==> src/rtl/gpio_irq_pkg.sv <==
package gpio_irq_pkg;

  localparam int DATA_W = 32;

  // Per-line control fields, each with set and clear write addresses
  typedef enum logic [2:0] {
    F_DOUT = 3'd0,
    F_DIR  = 3'd1,
    F_EN   = 3'd2,
    F_MASK = 3'd3,
    F_EDGE = 3'd4,
    F_POL  = 3'd5,
    F_DEB  = 3'd6,
    F_DUAL = 3'd7
  } field_e;

  localparam int NUM_FIELDS = 8;

  localparam logic [7:0] A_DIR_ST  = 8'h18;
  localparam logic [7:0] A_STATUS  = 8'h70;
  localparam logic [7:0] A_EOI     = 8'h78;
  localparam logic [7:0] A_PINS    = 8'h80;
  localparam logic [7:0] A_COMB    = 8'hA0;
  localparam logic [7:0] A_DUAL_ST = 8'hB8;

  function automatic logic [7:0] set_addr(input int f);
    case (f)
      0:       return 8'h00;
      1:       return 8'h10;
      2:       return 8'h20;
      3:       return 8'h30;
      4:       return 8'h40;
      5:       return 8'h50;
      6:       return 8'h60;
      default: return 8'hB0;
    endcase
  endfunction

  function automatic logic [7:0] clr_addr(input int f);
    return set_addr(f) + 8'h04;
  endfunction

endpackage

==> src/rtl/gpio_setclr_reg.sv <==
module gpio_setclr_reg #(
  parameter int W = 32
) (
  input  logic         clk,
  input  logic         rst,
  input  logic         set_stb,
  input  logic         clr_stb,
  input  logic [W-1:0] wbits,
  output logic [W-1:0] q
);
  always_ff @(posedge clk) begin
    if (rst)          q <= '0;
    else if (set_stb) q <= q | wbits;
    else if (clr_stb) q <= q & ~wbits;
  end
endmodule

==> src/rtl/gpio_in_filter.sv <==
module gpio_in_filter #(
  parameter int N          = 32,
  parameter int DEB_CYCLES = 8
) (
  input  logic         clk,
  input  logic         rst,
  input  logic [N-1:0] pin_in,
  input  logic [N-1:0] deb_en,
  output logic [N-1:0] filt
);
  localparam int CW = $clog2(DEB_CYCLES + 1);
  localparam logic [CW-1:0] CNT_LAST = CW'(DEB_CYCLES - 1);

  for (genvar i = 0; i < N; i++) begin : g_line
    logic          meta_q, sync_q;
    logic [CW-1:0] cnt_q;

    always_ff @(posedge clk) begin
      if (rst) begin
        meta_q  <= 1'b0;
        sync_q  <= 1'b0;
        filt[i] <= 1'b0;
        cnt_q   <= '0;
      end else begin
        meta_q <= pin_in[i];
        sync_q <= meta_q;
        if (!deb_en[i]) begin
          filt[i] <= sync_q;
          cnt_q   <= '0;
        end else if (sync_q == filt[i]) begin
          cnt_q <= '0;
        end else if (cnt_q == CNT_LAST) begin
          filt[i] <= sync_q;
          cnt_q   <= '0;
        end else begin
          cnt_q <= cnt_q + 1'b1;
        end
      end
    end
  end
endmodule

==> src/rtl/gpio_irq_detect.sv <==
module gpio_irq_detect #(
  parameter int N = 32
) (
  input  logic         clk,
  input  logic         rst,
  input  logic [N-1:0] filt,
  input  logic [N-1:0] en,
  input  logic [N-1:0] mask,
  input  logic [N-1:0] edge_sel,
  input  logic [N-1:0] pol,
  input  logic [N-1:0] dual,
  input  logic [N-1:0] eoi,
  output logic [N-1:0] edge_hit,
  output logic [N-1:0] latch,
  output logic [N-1:0] status
);
  logic [N-1:0] prev_q;
  logic [N-1:0] rise, fall, level_on;

  always_comb begin
    rise     = filt & ~prev_q;
    fall     = ~filt & prev_q;
    // both-edge bit wins over the edge/polarity pair
    edge_hit = en & ((dual & (rise | fall)) |
                     (~dual & edge_sel & ((pol & rise) | (~pol & fall))));
    level_on = en & ~dual & ~edge_sel & ((pol & filt) | (~pol & ~filt));
    status   = (latch | level_on) & ~mask;
  end

  always_ff @(posedge clk) begin
    if (rst) begin
      prev_q <= '0;
      latch  <= '0;
    end else begin
      prev_q <= filt;
      // a fresh edge survives a simultaneous acknowledge
      latch  <= ((latch & ~eoi) | edge_hit) & en;
    end
  end
endmodule

==> src/rtl/gpio_irq_ctrl.sv <==
module gpio_irq_ctrl
  import gpio_irq_pkg::*;
#(
  parameter int NUM_LINES  = 32,
  parameter int DEB_CYCLES = 8,
  parameter int ADDR_W     = 8
) (
  input  logic                 clk,
  input  logic                 rst,
  input  logic [ADDR_W-1:0]    bus_addr,
  input  logic                 bus_wr,
  input  logic [DATA_W-1:0]    bus_wdata,
  input  logic                 bus_rd,
  output logic [DATA_W-1:0]    bus_rdata,
  input  logic [NUM_LINES-1:0] pin_in,
  output logic [NUM_LINES-1:0] pin_out,
  output logic [NUM_LINES-1:0] pin_oe,
  output logic                 irq_out
);
  localparam int N = NUM_LINES;

  logic [N-1:0] fld [NUM_FIELDS];
  logic [N-1:0] wbits;
  logic [N-1:0] r_dout, r_dir, r_en, r_mask, r_edge, r_pol, r_deb, r_dual;
  logic [N-1:0] filt, eoi_mask, edge_hit, edge_latch, irq_status;
  logic         comb_en;
  logic [DATA_W-1:0] rd_mux;

  assign wbits = bus_wdata[N-1:0];

  for (genvar f = 0; f < NUM_FIELDS; f++) begin : g_fld
    gpio_setclr_reg #(.W(N)) u_reg (
      .clk     (clk),
      .rst     (rst),
      .set_stb (bus_wr && (bus_addr == ADDR_W'(set_addr(f)))),
      .clr_stb (bus_wr && (bus_addr == ADDR_W'(clr_addr(f)))),
      .wbits   (wbits),
      .q       (fld[f])
    );
  end

  assign r_dout = fld[F_DOUT];
  assign r_dir  = fld[F_DIR];
  assign r_en   = fld[F_EN];
  assign r_mask = fld[F_MASK];
  assign r_edge = fld[F_EDGE];
  assign r_pol  = fld[F_POL];
  assign r_deb  = fld[F_DEB];
  assign r_dual = fld[F_DUAL];

  assign eoi_mask = (bus_wr && bus_addr == ADDR_W'(A_EOI)) ? wbits : '0;

  always_ff @(posedge clk) begin
    if (rst) comb_en <= 1'b0;
    else if (bus_wr && bus_addr == ADDR_W'(A_COMB)) comb_en <= bus_wdata[0];
  end

  gpio_in_filter #(.N(N), .DEB_CYCLES(DEB_CYCLES)) u_filt (
    .clk    (clk),
    .rst    (rst),
    .pin_in (pin_in),
    .deb_en (r_deb),
    .filt   (filt)
  );

  gpio_irq_detect #(.N(N)) u_det (
    .clk      (clk),
    .rst      (rst),
    .filt     (filt),
    .en       (r_en),
    .mask     (r_mask),
    .edge_sel (r_edge),
    .pol      (r_pol),
    .dual     (r_dual),
    .eoi      (eoi_mask),
    .edge_hit (edge_hit),
    .latch    (edge_latch),
    .status   (irq_status)
  );

  always_comb begin
    rd_mux = '0;
    for (int f = 0; f < NUM_FIELDS; f++) begin
      if (bus_addr == ADDR_W'(set_addr(f)) || bus_addr == ADDR_W'(clr_addr(f)))
        rd_mux[N-1:0] = fld[f];
    end
    if (bus_addr == ADDR_W'(A_DIR_ST))  rd_mux[N-1:0] = r_dir;
    if (bus_addr == ADDR_W'(A_DUAL_ST)) rd_mux[N-1:0] = r_dual;
    if (bus_addr == ADDR_W'(A_STATUS))  rd_mux[N-1:0] = irq_status;
    if (bus_addr == ADDR_W'(A_PINS))    rd_mux[N-1:0] = filt;
    if (bus_addr == ADDR_W'(A_COMB))    rd_mux[0]     = comb_en;
  end

  always_ff @(posedge clk) begin
    if (rst) begin
      bus_rdata <= '0;
      pin_out   <= '0;
      pin_oe    <= '0;
      irq_out   <= 1'b0;
    end else begin
      if (bus_rd) bus_rdata <= rd_mux;
      pin_oe  <= r_dir;
      pin_out <= r_dout & r_dir;
      irq_out <= comb_en & (|irq_status);
    end
  end
endmodule

==> config.mk <==
export PLATFORM = sky130hd
export DESIGN_NAME = gpio_irq_ctrl
export DESIGN_NICKNAME = d
export VERILOG_FILES = /design/src/rtl/gpio_irq_pkg.sv /design/src/rtl/gpio_setclr_reg.sv /design/src/rtl/gpio_in_filter.sv /design/src/rtl/gpio_irq_detect.sv /design/src/rtl/gpio_irq_ctrl.sv
export SDC_FILE = /design/constraint.sdc
export NUM_CORES = 1
export LEC_CHECK = 0
export ABC_AREA = 1
export BUFFER_PORTS_ARGS = -buffer_cell sky130_fd_sc_hd__buf_2
export CAP_MARGIN = 0
export CORE_MARGIN = 2
export CORE_UTILIZATION = 34
export DETAILED_ROUTE_END_ITERATION = 7
export GPL_TIMING_DRIVEN = 0
export PLACE_DENSITY = 0.48
export SKIP_LAST_GASP = 1
export SYNTH_ARGS = -nofsm -noshare
export SYNTH_HDL_FRONTEND = slang
export SYNTH_SLANG_ARGS = --single-unit
==> constraint.sdc <==
create_clock -name clk -period 1.21 [get_ports clk]
set_input_delay 0.0605 -clock clk [delete_from_list [all_inputs] [get_ports clk]]
set_output_delay 0.0605 -clock clk [all_outputs]
set_load 0.01 [all_outputs]
==> flow_summary.ini <==
[critical_path]
critPathLaunchType = flop
crit_arrival_ns = 2.33
cp.required_ns = 1.70
crit_fanout = 2
endpoint_kind = flop
critPathLaunch = u_filt.filt[29]$_SDFFE_PP0P_
reg2reg_from = u_filt.filt[29]$_SDFFE_PP0P_
critPathKind = reg -> reg

[cts]
cts_root_buffer = clkbuf_16
numCtsBuffers = 74
cts_tree = done
clock_sinks = 642
clk_latency_ns = 0.64
path_clk_slew_ns = 0.06
clk_path_buf_depth = 3
htree_levels = 3

[logic_synthesis]
ys_seq_elements = 642
ys_warn_count = 0
ys_seq_area_share_pct = 45.4
syn-cell-area_sq_mm = 0.0283
synth_nets = 3833
netlist_instances = 3661
synth_area_per_cell_sq_um = 7.73
synth.distinct_cells = 38

[min_path]
holdCritStartpoint = bus_addr[5]
hold_class = in -> reg

[timing]
hold_viol = 0
max_freq_ghz = 0.541
layout_min_cycle_time_ns = 1.85
timing.final.ws_setup_ns = -0.637
finalMaxSlewViolations = 0
slew_headroom_pct = 3.67
fin_crit_sh_pct = 153
finClkSkew_ns = 0.0243
worst_slew_pin_slew_ns = 1.45
rsz0062_at_grt = yes
setup_viol = 50

[global_route]
grt_pass1_vias = 26200
grt_first_pass_wirelength_mm = 183
grt_use_total_pct = 29.6
grt_max_degree = 14
antenna_found_initial = 7
grt_overflow = 0

[drt]
drc_errors = 0
antenna_left = 0
via_count = 28300
dr.pass1.iters = 6
vias_per_cell = 5.46
wire_per_inst_um = 25.2
routed_wl_mm = 131
first_iter_violations = 3116

[layout]
nNetsFinal = 4229
syn2layout_area_growth_pct = 33.0
fill_cells = 8312
drive_gt1_share_pct = 27.2
final_util_pct = 45.8
finalNonFillerCells = 5188
seqCellArea_sq_mm = 0.0132
multiInputGateArea_sq_mm = 0.0146
postLayoutCellArea_sq_mm = 0.0376

[power_and_ir_drop]
pwr_density_cell_mw_per_mm2 = 1300
power.leakage_nw = 14.2
total_power_mw = 49.0
ir_worst_vdd_uv = 958

[outcome]
outcome = finished with violations
violations = negative setup slack

[floorplanning]
ios = 173
start_util_pct = 34.4
num_rows = 105
die_area_sq_mm = 0.0856
die_y_um = 293
core_area_sq_mm = 0.0822
die_x_um = 293

[placed_design]
dp_cells = 4876
post-dp-hpwl_mm = 86.4
dpl_cell_area_sq_mm = 0.0306
place.gp.congestion = 0.974
pre_cts_ws_ns = -1.54
io_buffers = 145

[flow_run]
drv_cap = 0
==> metrics by stage <==
step | hold slack, ns | setup TNS, ns
after floorplan | 0.167 | -2.27
after global placement | 0.261 | -571.42
after detailed placement | 0.267 | -570.25
after CTS | 0.0272 | -4.46
after global routing | 0.0796 | -7.73
final | 0.0510 | -4.90
==> worst max-delay path, stage by stage, from the launching register on <==
cell	delay, ns
dfxtp_4	0.39
xor2_1	0.19
nor2_2	0.06
o21ai_2	0.18
nand2_2	0.13
nor3_4	0.28
nand2_2	0.13
nor3_4	0.20
a21oi_2	0.13
==> power by group <==
part | switching, mW | internal, mW
logic | 2.12 | 0.800
clock network | 9.65 | 15.0
registers | 0.182 | 21.3
==> area by class of cell <==
class / instances / area share, %
Clock buffer: 110 / 6.09
Antenna cell: 2 / 0.0133
Inverter: 520 / 5.41
Multi-Input combinational cell: 2292 / 38.8
Clock inverter: 25 / 0.960
Timing Repair Buffer: 338 / 7.01
Tap cell: 1070 / 3.56
Buffer: 189 / 3.16
Sequential cell: 642 / 35.0
==> cells in the final DEF (no fill, tap or decap), drive strengths merged, types with 17 or more instances in the layout <==
| cell | instances |
|---|---|
| dfxtp | 642 |
| inv | 518 |
| nand2 | 440 |
| nor2 | 437 |
| o21ai | 349 |
| buf | 317 |
| a21oi | 311 |
| clkbuf | 241 |
| nand3 | 99 |
| a311oi | 96 |
| ha | 96 |
| nor3 | 94 |
| nand4 | 77 |
| dlygate4sd3 | 77 |
| xor2 | 65 |
| o311a | 41 |
| nor3b | 32 |
| or2 | 30 |
| xnor2 | 23 |
| o211ai | 21 |
| a31oi | 21 |
| o221a | 21 |
| o211a | 17 |
==> cell families after synthesis <==
group / share of synthesized area, %
DFF: 45.4
xor gates and xnor gates: 2.72
buffers and inverters: 9.84
AOI/OAI and AO/OA: 19.2
adders and majority gates: 4.24
and+or+nand+nor: 18.6
==> Yosys cell counts, drive strengths merged <==
cell type | instances | share of area (%)
dfxtp | 642 | 45
inv | 519 | 6.9
nand2 | 440 | 5.9
nor2 | 436 | 6.0
o21ai | 349 | 6.2
a21oi | 311 | 5.5
clkbuf | 162 | 2.1
nand3 | 99 | 1.8
a311oi | 96 | 3.0
ha | 96 | 4.2
nor3 | 94 | 1.7
nand4 | 77 | 1.7
xor2 | 65 | 2.0
buf | 46 | 0.79
o311a | 41 | 1.4
nor3b | 32 | 0.85
or2 | 30 | 0.66
xnor2 | 23 | 0.71
a31oi | 21 | 0.46
o211ai | 21 | 0.56
o221a | 21 | 0.84
o211a | 17 | 0.60
o2111ai | 11 | 0.34
a31o | 9 | 0.28
a211oi | 1 | 0.027
a21o | 1 | 0.027
clkinv | 1 | 0.013
==> final timing paths <==
check	endpoint	slack, ns	depth (start not counted)
worst max register to register	irq_out$_SDFF_PP0_	-0.64	8
worst min register to register	u_filt.g_line[17].sync_q$_SDFF_PP0_	0.40	2
worst max-delay path	irq_out$_SDFF_PP0_	-0.64	8
worst min-delay path	comb_en$_SDFFE_PP0P_	0.05	5
==> metal layers <==
layer	up-vias	GRT usage, %	wire (um)	share of wire [%]
met2	1530	44.8	55100	42
li1	13000	-	-	-
met4	4	14.3	7370	5.6
met5	-	0	25	0.019
met1	13400	39.7	54700	42
met3	358	6.53	13600	10
==> what timing repair did <==
item / in CTS / in global routing
hold endpoints to repair: 199 / 0
endpoints found under the setup margin: 576 / 452
gates cloned: 0 / 3
buffers inserted: 69 / 49
gates resized for setup: 427 / 475
pin swaps: 126 / 178
hold buffers: 77 / 0
No activity file was read; power rests on OpenSTA's default activity.
